## src/rtl/cam_pkg.sv

```systemverilog
package cam_pkg;

  localparam int WRAM_AW = 17;

  typedef enum logic [2:0] {
    RG_NONE = 3'd0,
    RG_WRAM = 3'd1,
    RG_IO   = 3'd2,
    RG_ROM  = 3'd3,
    RG_SRAM = 3'd4
  } cam_region_e;

endpackage

```

## src/rtl/cam_region_decode.sv

```systemverilog
module cam_region_decode
  import cam_pkg::*;
(
  input  logic [7:0]  bank,
  input  logic [15:0] ofs,
  input  logic        hirom,
  output cam_region_e region,
  output logic [1:0]  io_sub
);

  logic [6:0] lb;
  logic       upper;
  logic       low_bank;
  logic       wram_bank;
  logic       lo_sram_bank;
  logic       hi_sram_bank;

  assign lb           = bank[6:0];
  assign upper        = bank[7];
  assign low_bank     = ~lb[6];
  // 7E/7F hold work RAM; FE/FF follow them unless full-bank packing claims them
  assign wram_bank    = (lb[6:1] == 6'h3F) && !(upper && hirom);
  assign lo_sram_bank = (lb[6:3] == 4'b1110);
  assign hi_sram_bank = (lb[5:4] == 2'b11);

  always_comb begin
    region = RG_NONE;
    if (wram_bank) begin
      region = RG_WRAM;
    end else if (low_bank) begin
      if (ofs[15:13] == 3'b000)      region = RG_WRAM;
      else if (ofs[15])              region = RG_ROM;
      else if (ofs[15:13] == 3'b011) region = (hirom && hi_sram_bank) ? RG_SRAM : RG_NONE;
      else                           region = RG_IO;
    end else begin
      if (hirom)                     region = RG_ROM;
      else if (ofs[15])              region = RG_ROM;
      else if (lo_sram_bank)         region = RG_SRAM;
      else                           region = RG_NONE;
    end
  end

  always_comb begin
    if (ofs[15:12] == 4'h2)           io_sub = 2'd0;
    else if (ofs[15:12] == 4'h3)      io_sub = 2'd1;
    else if (ofs[15:9] == 7'b0100000) io_sub = 2'd2;
    else                              io_sub = 2'd3;
  end

endmodule

```

## src/rtl/cam_addr_form.sv

```systemverilog
module cam_addr_form
  import cam_pkg::*;
#(
  parameter int ROM_AW  = 21,
  parameter int SRAM_AW = 15
) (
  input  logic [6:0]         bank7,
  input  logic [15:0]        ofs,
  input  logic               hirom,
  input  cam_region_e        region,
  output logic [WRAM_AW-1:0] wram_addr,
  output logic [ROM_AW-1:0]  rom_addr,
  output logic [SRAM_AW-1:0] sram_addr
);

  localparam int ROM_FULL_W  = 22;
  localparam int SRAM_FULL_W = 18;

  logic [ROM_FULL_W-1:0]  rom_full;
  logic [SRAM_FULL_W-1:0] sram_full;
  logic [WRAM_AW-1:0]     wram_full;

  always_comb begin
    if (hirom) rom_full = {bank7[5:0], ofs};
    else       rom_full = {bank7, ofs[14:0]};
  end

  always_comb begin
    if (hirom) sram_full = {1'b0, bank7[3:0], ofs[12:0]};
    else       sram_full = {bank7[2:0], ofs[14:0]};
  end

  // only 7E/7F (or their mirrors) reach work RAM with bank bit 6 set
  always_comb begin
    if (bank7[6]) wram_full = {bank7[0], ofs};
    else          wram_full = {4'b0000, ofs[12:0]};
  end

  generate
    if (ROM_AW >= ROM_FULL_W) begin : g_rom_wide
      assign rom_addr = (region == RG_ROM) ? ROM_AW'(rom_full) : '0;
    end else begin : g_rom_fold
      logic [ROM_FULL_W-1:0] rom_mask;
      assign rom_mask = (ROM_FULL_W'(1) << ROM_AW) - ROM_FULL_W'(1);
      logic [ROM_FULL_W-1:0] rom_kept;
      assign rom_kept = rom_full & rom_mask;
      assign rom_addr = (region == RG_ROM) ? rom_kept[ROM_AW-1:0] : '0;
    end

    if (SRAM_AW >= SRAM_FULL_W) begin : g_sram_wide
      assign sram_addr = (region == RG_SRAM) ? SRAM_AW'(sram_full) : '0;
    end else begin : g_sram_fold
      logic [SRAM_FULL_W-1:0] sram_mask;
      assign sram_mask = (SRAM_FULL_W'(1) << SRAM_AW) - SRAM_FULL_W'(1);
      logic [SRAM_FULL_W-1:0] sram_kept;
      assign sram_kept = sram_full & sram_mask;
      assign sram_addr = (region == RG_SRAM) ? sram_kept[SRAM_AW-1:0] : '0;
    end
  endgenerate

  assign wram_addr = (region == RG_WRAM) ? wram_full : '0;

endmodule

```

## src/rtl/cam_speed_ctl.sv

```systemverilog
module cam_speed_ctl #(
  parameter logic [15:0] SPEED_OFS = 16'h420D
) (
  input  logic        clk,
  input  logic        rst_n,
  input  logic        wr,
  input  logic        bank6,
  input  logic [15:0] ofs,
  input  logic        wdata_b0,
  output logic        spd_q
);

  logic load_en;
  logic spd_d;

  // register area exists only where bank bit 6 is clear (00-3F, 80-BF)
  assign load_en = wr && !bank6 && (ofs == SPEED_OFS);

  always_comb begin
    spd_d = spd_q;
    if (load_en) spd_d = wdata_b0;
  end

  always_ff @(posedge clk or negedge rst_n) begin
    if (!rst_n)       spd_q <= 1'b0;
    else if (load_en) spd_q <= spd_d;
  end

endmodule

```

## src/rtl/cart_addr_map.sv

```systemverilog
module cart_addr_map
  import cam_pkg::*;
#(
  parameter int          ROM_AW    = 21,
  parameter int          SRAM_AW   = 15,
  parameter logic [15:0] SPEED_OFS = 16'h420D
) (
  input  logic               clk,
  input  logic               rst_n,
  input  logic               hirom_mode,
  input  logic [7:0]         cpu_bank,
  input  logic [15:0]        cpu_ofs,
  input  logic               cpu_wr,
  input  logic               cpu_wdata_b0,
  output logic               wram_cs,
  output logic               io_cs,
  output logic               rom_cs,
  output logic               sram_cs,
  output logic               unmapped,
  output logic [1:0]         io_sub,
  output logic [WRAM_AW-1:0] wram_addr,
  output logic [ROM_AW-1:0]  rom_addr,
  output logic [SRAM_AW-1:0] sram_addr,
  output logic               fast_cycle
);

  cam_region_e region;
  logic        spd_q;

  cam_region_decode u_dec (
    .bank   (cpu_bank),
    .ofs    (cpu_ofs),
    .hirom  (hirom_mode),
    .region (region),
    .io_sub (io_sub)
  );

  cam_addr_form #(
    .ROM_AW  (ROM_AW),
    .SRAM_AW (SRAM_AW)
  ) u_addr (
    .bank7     (cpu_bank[6:0]),
    .ofs       (cpu_ofs),
    .hirom     (hirom_mode),
    .region    (region),
    .wram_addr (wram_addr),
    .rom_addr  (rom_addr),
    .sram_addr (sram_addr)
  );

  cam_speed_ctl #(
    .SPEED_OFS (SPEED_OFS)
  ) u_spd (
    .clk      (clk),
    .rst_n    (rst_n),
    .wr       (cpu_wr),
    .bank6    (cpu_bank[6]),
    .ofs      (cpu_ofs),
    .wdata_b0 (cpu_wdata_b0),
    .spd_q    (spd_q)
  );

  assign wram_cs    = (region == RG_WRAM);
  assign io_cs      = (region == RG_IO);
  assign rom_cs     = (region == RG_ROM);
  assign sram_cs    = (region == RG_SRAM);
  assign unmapped   = (region == RG_NONE);
  assign fast_cycle = cpu_bank[7] && spd_q;

endmodule

```

## config.mk

```make
export PLATFORM = sky130hd
export DESIGN_NAME = cart_addr_map
export DESIGN_NICKNAME = d
export VERILOG_FILES = /design/src/rtl/cam_pkg.sv /design/src/rtl/cam_region_decode.sv /design/src/rtl/cam_addr_form.sv /design/src/rtl/cam_speed_ctl.sv /design/src/rtl/cart_addr_map.sv
export SDC_FILE = /design/constraint.sdc
export NUM_CORES = 1
export LEC_CHECK = 0
export BUFFER_PORTS_ARGS = -buffer_cell sky130_fd_sc_hd__buf_4
export CAP_MARGIN = 20
export CORE_MARGIN = 3
export CORE_UTILIZATION = 29
export CTS_CLUSTER_DIAMETER = 60
export DETAILED_ROUTE_END_ITERATION = 8
export PLACE_DENSITY = 0.76
export SETUP_SLACK_MARGIN = 0.3
export SLEW_MARGIN = 20
export SYNTH_ARGS = -nofsm -noshare
export SYNTH_HDL_FRONTEND = slang
export SYNTH_SLANG_ARGS = --single-unit
```

## constraint.sdc

```tcl
create_clock -name clk -period 1.9 [get_ports clk]
set_input_delay 0.38 -clock clk [delete_from_list [all_inputs] [get_ports clk]]
set_output_delay 0.38 -clock clk [all_outputs]
set_load 0.02 [all_outputs]
```

# After elaboration in Yosys (flattened, before gate mapping)
# Cells that the tools add are included.
dict set report totals {
  reg_bits 1
  inputBits 29
  out_inout_bits 61
  wordCells 41
}
dict set report classes {
  n_eq_ne 12
  muxes 18
  reduce_logical 10
}
# op count
set ops {}
lappend ops {{2-to-1 mux 21 bit} 2}
lappend ops {{2-to-1 mux 17 bit} 2}
lappend ops {{2-to-1 mux 15 bit} 2}
lappend ops {{2-to-1 mux 3 bit} 9}
lappend ops {{equality test 16 x 15 -> 1 bit, second input constant} 1}
lappend ops {{equality test 3 x 2 -> 1 bit, second input constant} 3}
lappend ops {{equality test 4 x 2 -> 1 bit, second input constant} 2}
lappend ops {{equality test 7 x 6 -> 1 bit, second input constant} 1}
lappend ops {{equality test 6 bit, second input constant} 1}
lappend ops {{logical AND 1 bit} 6}
lappend ops {{logical NOT 3 bit} 2}
lappend ops {{equality test 4 bit, second input constant} 1}
lappend ops {{2-to-1 mux 2 bit} 2}
lappend ops {{equality test 3 x 1 -> 1 bit, second input constant} 1}
lappend ops {{equality test 3 bit, second input constant} 1}
lappend ops {{equality test 2 bit, second input constant} 1}
lappend ops {{logical NOT 1 bit} 2}
lappend ops {{2-to-1 mux 1 bit} 1}

# Depth between registers and ports, before layout
# Gate-level depths: netlist of the first run.
dict set report depth {
  depth_word 10
  ltp_mapped 8
  ltp_nobuf 5
}

# Hierarchy
# A second synthesis of the first run with hierarchy kept.
dict set report hier_totals {
  cells_unflattened 103
  area_unflattened_um2 759.5
}
# mod n_inst cells_each area_each_um2
set by_module_without_submodules {}
lappend by_module_without_submodules {cam_addr_form 1 71 483.0}
lappend by_module_without_submodules {cam_region_decode 1 18 125.1}
lappend by_module_without_submodules {cam_speed_ctl 1 8 107.6}
lappend by_module_without_submodules {cart_addr_map 1 6 43.8}

# Worst setup path before layout of the first run
# Ideal clock, no wire load.
dict set report synth_path {
  path_type {input to output}
  start {input port cpu_bank[6]}
  end {output port unmapped}
  t_arrival_ns 1.802
  required_time_ns 1.520
  setup_slack_ns -0.282
  path_stages 5
  path_buffers 1
  cell_sequence {buf_4 > nand4_2 > a211oi_4 > or3b_2 > nor4_1}
}
dict set report synth_via {
  elab_chain_cells 7
}
# item line_no
set synth_lines {}
lappend synth_lines {{from (decl)} cart_addr_map.sv:11} ;# input logic [7:0] cpu_bank,
lappend synth_lines {{equality test 4 bit} cam_region_decode.sv:23} ;# assign lo_sram_bank = (lb[6:3] == 4'b1110);
lappend synth_lines {{2-to-1 mux 3 bit} cam_region_decode.sv:38} ;# else if (lo_sram_bank) region = RG_SRAM;
lappend synth_lines {{2-to-1 mux 3 bit} cam_region_decode.sv:37} ;# else if (ofs[15]) region = RG_ROM;
lappend synth_lines {{2-to-1 mux 3 bit} cam_region_decode.sv:36} ;# if (hirom) region = RG_ROM;
lappend synth_lines {{2-to-1 mux 3 bit} cam_region_decode.sv:30} ;# end else if (low_bank) begin
lappend synth_lines {{2-to-1 mux 3 bit *} cam_region_decode.sv:28} ;# if (wram_bank) begin
lappend synth_lines {{logical NOT 3 bit *} cart_addr_map.sv:67} ;# assign unmapped = (region == RG_NONE);
lappend synth_lines {{to (decl)} cart_addr_map.sv:19} ;# output logic unmapped,
# Mark *: on every way between the ends. The rest lies on a longest branch, timed or not.

# Final worst setup path of the first run
dict set report layout_path {
  start {input port cpu_bank[6]}
  end {output port rom_addr[18]}
}
dict set report layout_via {
  elab_chain_cells 8
}
# item line_no
set layout_lines {}
lappend layout_lines {{equality test 4 bit} cam_region_decode.sv:23}
lappend layout_lines {{2-to-1 mux 3 bit} cam_region_decode.sv:38}
lappend layout_lines {{2-to-1 mux 3 bit} cam_region_decode.sv:37}
lappend layout_lines {{2-to-1 mux 3 bit} cam_region_decode.sv:36}
lappend layout_lines {{2-to-1 mux 3 bit} cam_region_decode.sv:30}
lappend layout_lines {{2-to-1 mux 3 bit *} cam_region_decode.sv:28}
lappend layout_lines {{equality test 3 x 2 -> 1 bit *} cam_addr_form.sv:47} ;# assign rom_addr = (region == RG_ROM) ? rom_kept[ROM_AW-1:0] : '0;
lappend layout_lines {{2-to-1 mux 21 bit *} cam_addr_form.sv:47}
lappend layout_lines {{to (decl)} cart_addr_map.sv:22} ;# output logic [ROM_AW-1:0] rom_addr,
# Marks and branches as above.

==> results of run 1 <==
[cell type report]
class,instances,share of cell area [%]
Multi-Input combinational cell,94,43.2
Tap cell,28,1.62
Inverter,2,0.925
Timing Repair inverter,1,0.405
Sequential cell,1,1.16
Timing Repair Buffer,109,52.7
[power breakdown]
group,total (mW),switching [mW],internal (mW)
registers,0.0217,0.00000202,0.0217
logic,0.467,0.229,0.237
clock network,0,0,0
[cells by family after synthesis]
family / share of synthesized area [%]
simple gates: 67.4
compound gates: 11.7
buf+inv: 9.11
mux: 7.22
xor+xnor: 1.20
flops: 3.44
[layer usage]
layer,up-vias,global-route usage [%],part of all wire (%)
met3,12,8.82,9.9
met2,85,46.2,52
li1,545,-,-
met1,625,28.3,35
met4,0,5.08,2.6
met5,-,0,0
[metrics by stage]
step	power [mW]	std cells	setup WS [ns]
after floorplan	0.227	105	-0.0409
after global placement	0.377	227	-0.130
after detailed placement	0.381	227	-0.141
after CTS	0.431	232	-0.111
after global routing	0.504	235	-0.204
final	0.488	235	-0.162
[Yosys cell counts, types with 3 or more instances]
cell      instances  area, um2
a21oi_1           4       20.0
and2_1           24        150
and2_4            9       78.8
buf_6             3       33.8
clkbuf_1          4       15.0
mux2i_1           3       30.0
nand2_1           5       18.8
nand2b_1          5       31.3
nor2_1            9       33.8
nor2b_1          13       81.3
[critical path, delay by kind of cell]
| kind | cells | cell delay, ns |
|---|---|---|
| buf+inv | 5 | 0.69 |
| simple gates | 3 | 0.31 |
| compound gates | 1 | 0.29 |
[timing repair]
action                                  4_1_cts  5_1_grt
hold buffers                                  0        0
cloned                                        2        0
pin swaps                                     8       21
endpoints found under the setup margin       60       60
buffers inserted                              3        3
gates resized for setup                      70       33
[worst max-delay path by stage]
stage                           start             to
after floorplan           cpu_bank[6]  sram_addr[10]
after global placement     hirom_mode  sram_addr[14]
after detailed placement   hirom_mode  sram_addr[14]
after CTS                  hirom_mode  sram_addr[14]
after global routing       hirom_mode  sram_addr[14]
final                     cpu_bank[6]   rom_addr[18]
==> out/metrics.csv, run 1 <==
metric;value;unit
status;finished with violations;
failing checks;setup timing;
Die W;56.1;um
Worst-Margin Slew;0.306;ns
Critical Path End Type;output pin;
worst r2r src;u_spd.spd_q;
Post-DP HPWL;2.64;mm
register area share after synthesis;3.44;%
largest net degree at the start of global routing;15;
WL final;5.44;mm
area delta synth->final;197;%
Yosys warnings;0;
synthesized area;728;um2
reg-to-reg endpoint;u_spd.spd_q;
syn_area_per_cell;6.94;um2
Worst Path Arrival;1.68;ns
syn nets;134;
final core area utilization;94.2;%
Initial Utilization;31.7;%
CP Max Fanout;6;
setup TNS;-5.44;ns
CP peak stage delay;0.29;ns
Startpoint Class;input port;
achievable frequency;0.485;GHz
reg-to-reg slack, setup;1.15;ns
Post-Syn Instances;105;
Die ar.;3150;um2
first-pass GRT wire length;6.55;mm
final antenna-violating net count;0;
antenna violations before repair;0;
design area;2160;um2
register bank with the most flops;u_spd.spd_q;
Port Buf Inserts;89;
clock latency on the worst-skew pair;0;ns
drt pass-1 iters;4;
CP required;1.52;ns
top_reg_cell synth;dfrtp_1;
io pins;90;
RSZ-0062 raised after global routing;true;
CP cell instances;buf_6 -> buf_4 -> nand4_4 -> a211oi_4 -> buf_4 -> or2_4 -> buf_8 -> nor2_4 -> buf_6;
DRC;0;
Regs by FF count;u_spd.spd_q x1;
share of layout cells above drive strength 1;88.4;%
total grt overflow;0;
diode count;0;
Leakage;1.03;nW
Final setup viols;56;
GPL Wtd Cong;0.790;
Slew headroom;79.0;%
die height;56.1;um
Synth async-reset ratio;100;%
Core Area;2300;um2
Fin Hold WS;0.155;ns
NumNets Final;238;
Avg WL per Cell;23.1;um
area of placed instances;1700;um2
clk_skew;0;ns
clk slew on worst S/H paths;0;ns
commonest non-fill, non-tap cell in the layout;buf_6;
Tcrit/Tclk final;109;%
PwrDens;226;nW/um2
R2R cell count;1;
vias;1267;
Core Rows;17;
max capacitance violation total;0;
Starting DRT DRC Count;54;
fin crit period;2.06;ns
Worst Hold Class;in2async;
most frequent cells in the layout;buf_6, buf_4, and2_4;
register area;25.0;um2
Largest register FFs;1;
vias per cell;5.39;
final number of max-transition violations;0;
vias in the first global route;1255;
GRT Total Usage;25.4;%
multi-input logic area;935;um2
post-synthesis cell type count;29;
Post-synth EDFFs;0;
#FFs+latches synth;1;
final hold viol count;0;
worst vdd rail ir drop;0.183;mV
crit path kind;in2out;
Filler Cell Count;68;
Slowest-stage cell, CP;a211oi_4;
worst setup margin;-0.162;ns
No activity file was read; power rests on OpenSTA's default activity.
==> run 2, diff against run 1 <==
GPL_TIMING_DRIVEN = 0   (was default)
==> out/metrics.csv, run 2 (synthesis gave the netlist of run 1 again) <==
metric;value;unit
register area;25.0;um2
total grt overflow;0;
crit path kind;in2out;
Startpoint Class;input port;
worst setup margin;-0.156;ns
vias per cell;5.16;
status;finished with violations;
most frequent cells in the layout;buf_6, buf_4, and2_4;
Post-DP HPWL;2.61;mm
Placement Setup Slack;-0.309;ns
RSZ-0062 raised after global routing;true;
drt pass-1 iters;4;
Post-Place Cells;219;
Worst Path Arrival;1.68;ns
fin crit period;2.06;ns
worst r2r src;u_spd.spd_q;
Die W;56.1;um
max capacitance violation total;0;
reg-to-reg slack, setup;1.16;ns
vias in the first global route;1409;
Core Area;2300;um2
GPL Wtd Cong;0.809;
most used cell along the critical path;buf_4;
final antenna-violating net count;0;
clock latency on the worst-skew pair;0;ns
multi-input logic area;918;um2
setup TNS;-2.88;ns
CP cell instances;buf_8 -> or3b_4 -> a211oi_4 -> buf_4 -> buf_6 -> and2_4 -> buf_4;
GRT Total Usage;31.7;%
final number of max-transition violations;0;
CP required;1.52;ns
CP Max Fanout;5;
CP peak stage delay;0.39;ns
Slowest-stage cell, CP;or3b_4;
clk slew on worst S/H paths;0;ns
reg-to-reg endpoint;u_spd.spd_q;
vias;1217;
NumNets Final;239;
achievable frequency;0.486;GHz
Leakage;1.03;nW
failing checks;setup timing;
final hold viol count;0;
clk_skew;0;ns
Filler Cell Count;78;
largest net degree at the start of global routing;11;
commonest non-fill, non-tap cell in the layout;buf_6;
critical path startpoint;hirom_mode;
Avg WL per Cell;21.2;um
Tcrit/Tclk final;108;%
worst vdd rail ir drop;0.195;mV
die height;56.1;um
R2R cell count;1;
PwrDens;229;nW/um2
register bank with the most flops;u_spd.spd_q;
area delta synth->final;193;%
diode count;0;
Worst-Margin Slew;0.350;ns
# hold bufs at CTS;0;
Initial Utilization;31.7;%
Worst Hold Class;in2async;
crit path capture;sram_addr[5];
Regs by FF count;u_spd.spd_q x1;
DRC;0;
Core Rows;17;
non-filler cells in the finished layout;236;
io pins;90;
antenna violations before repair;0;
Die ar.;3150;um2
Largest register FFs;1;
share of layout cells above drive strength 1;86.1;%
Starting DRT DRC Count;27;
Slew headroom;76.0;%
Critical Path End Type;output pin;
WL final;4.99;mm
Port Buf Inserts;86;
Final setup viols;37;
first-pass GRT wire length;7.93;mm
-- run 2: changes by cell type in the layout (fill, tap and decap cells not counted), sizes merged --
cell,delta
clkinv,-1
buf,-1
clkbuf,+3
-- run 2: per-layer routing --
metal / vias to the layer above / GRT usage (%) / part of all wire [%]
met5: - / 0 / 0
met4: 0 / 9.83 / 3.7
met3: 19 / 11.4 / 11
met2: 82 / 54.6 / 49
met1: 569 / 36.2 / 37
li1: 547 / - / -
-- run 2: final cells by class --
| class | instances | share of cell area, % |
|---|---|---|
| timing repair buffer | 103 | 48.6 |
| multi-input combinational | 94 | 43.0 |
| buffer | 8 | 4.69 |
| tap | 28 | 1.64 |
| sequential | 1 | 1.17 |
| inverter | 2 | 0.937 |
-- run 2: power by group --
part	internal, mW	switching (mW)
combinational	0.244	0.224
clock	0	0
sequential	0.0217	0.00000194
-- run 2: how the worst min path moves through the flow --
stage / start / end / slack (ns) / depth (start not counted)
5_1_grt: rst_n / u_spd.spd_q / 0.16 / 1
3_5_place_dp: rst_n / u_spd.spd_q / 0.16 / 1
2_1_floorplan: rst_n / u_spd.spd_q / 0.08 / 0
6_report: rst_n / u_spd.spd_q / 0.16 / 1
3_3_place_gp: rst_n / u_spd.spd_q / 0.16 / 1
4_1_cts: rst_n / u_spd.spd_q / 0.16 / 1
-- run 2: through the flow --
| step | cell area [um2] | hold slack [ns] | total power, mW | utilization [%] |
|---|---|---|---|---|
| floorplan | 948 | 0.0844 | 0.227 | - |
| global placement | 1630 | 0.156 | 0.369 | 70.9 |
| detailed placement | 1630 | 0.157 | 0.374 | 70.9 |
| CTS | 2110 | 0.157 | 0.465 | 91.9 |
| global route | 2140 | 0.161 | 0.510 | 93.0 |
| finish | 2140 | 0.156 | 0.490 | 93.0 |
-- run 2: what timing repair did --
| item | 4_1_cts | 5_1_grt |
|---|---|---|
| setup buffers | 12 | 2 |
| setup endpoints to repair | 60 | 60 |
| gates resized for setup | 93 | 2 |
| cloned | 3 | 0 |
| pin swaps | 12 | 3 |
-- run 2: critical path, delay by kind of cell --
| kind | cells | cell delay (ns) |
|---|---|---|
| buffers and inverters | 4 | 0.52 |
| AOI/OAI and AO/OA | 1 | 0.24 |
| and+or+nand+nor | 2 | 0.53 |
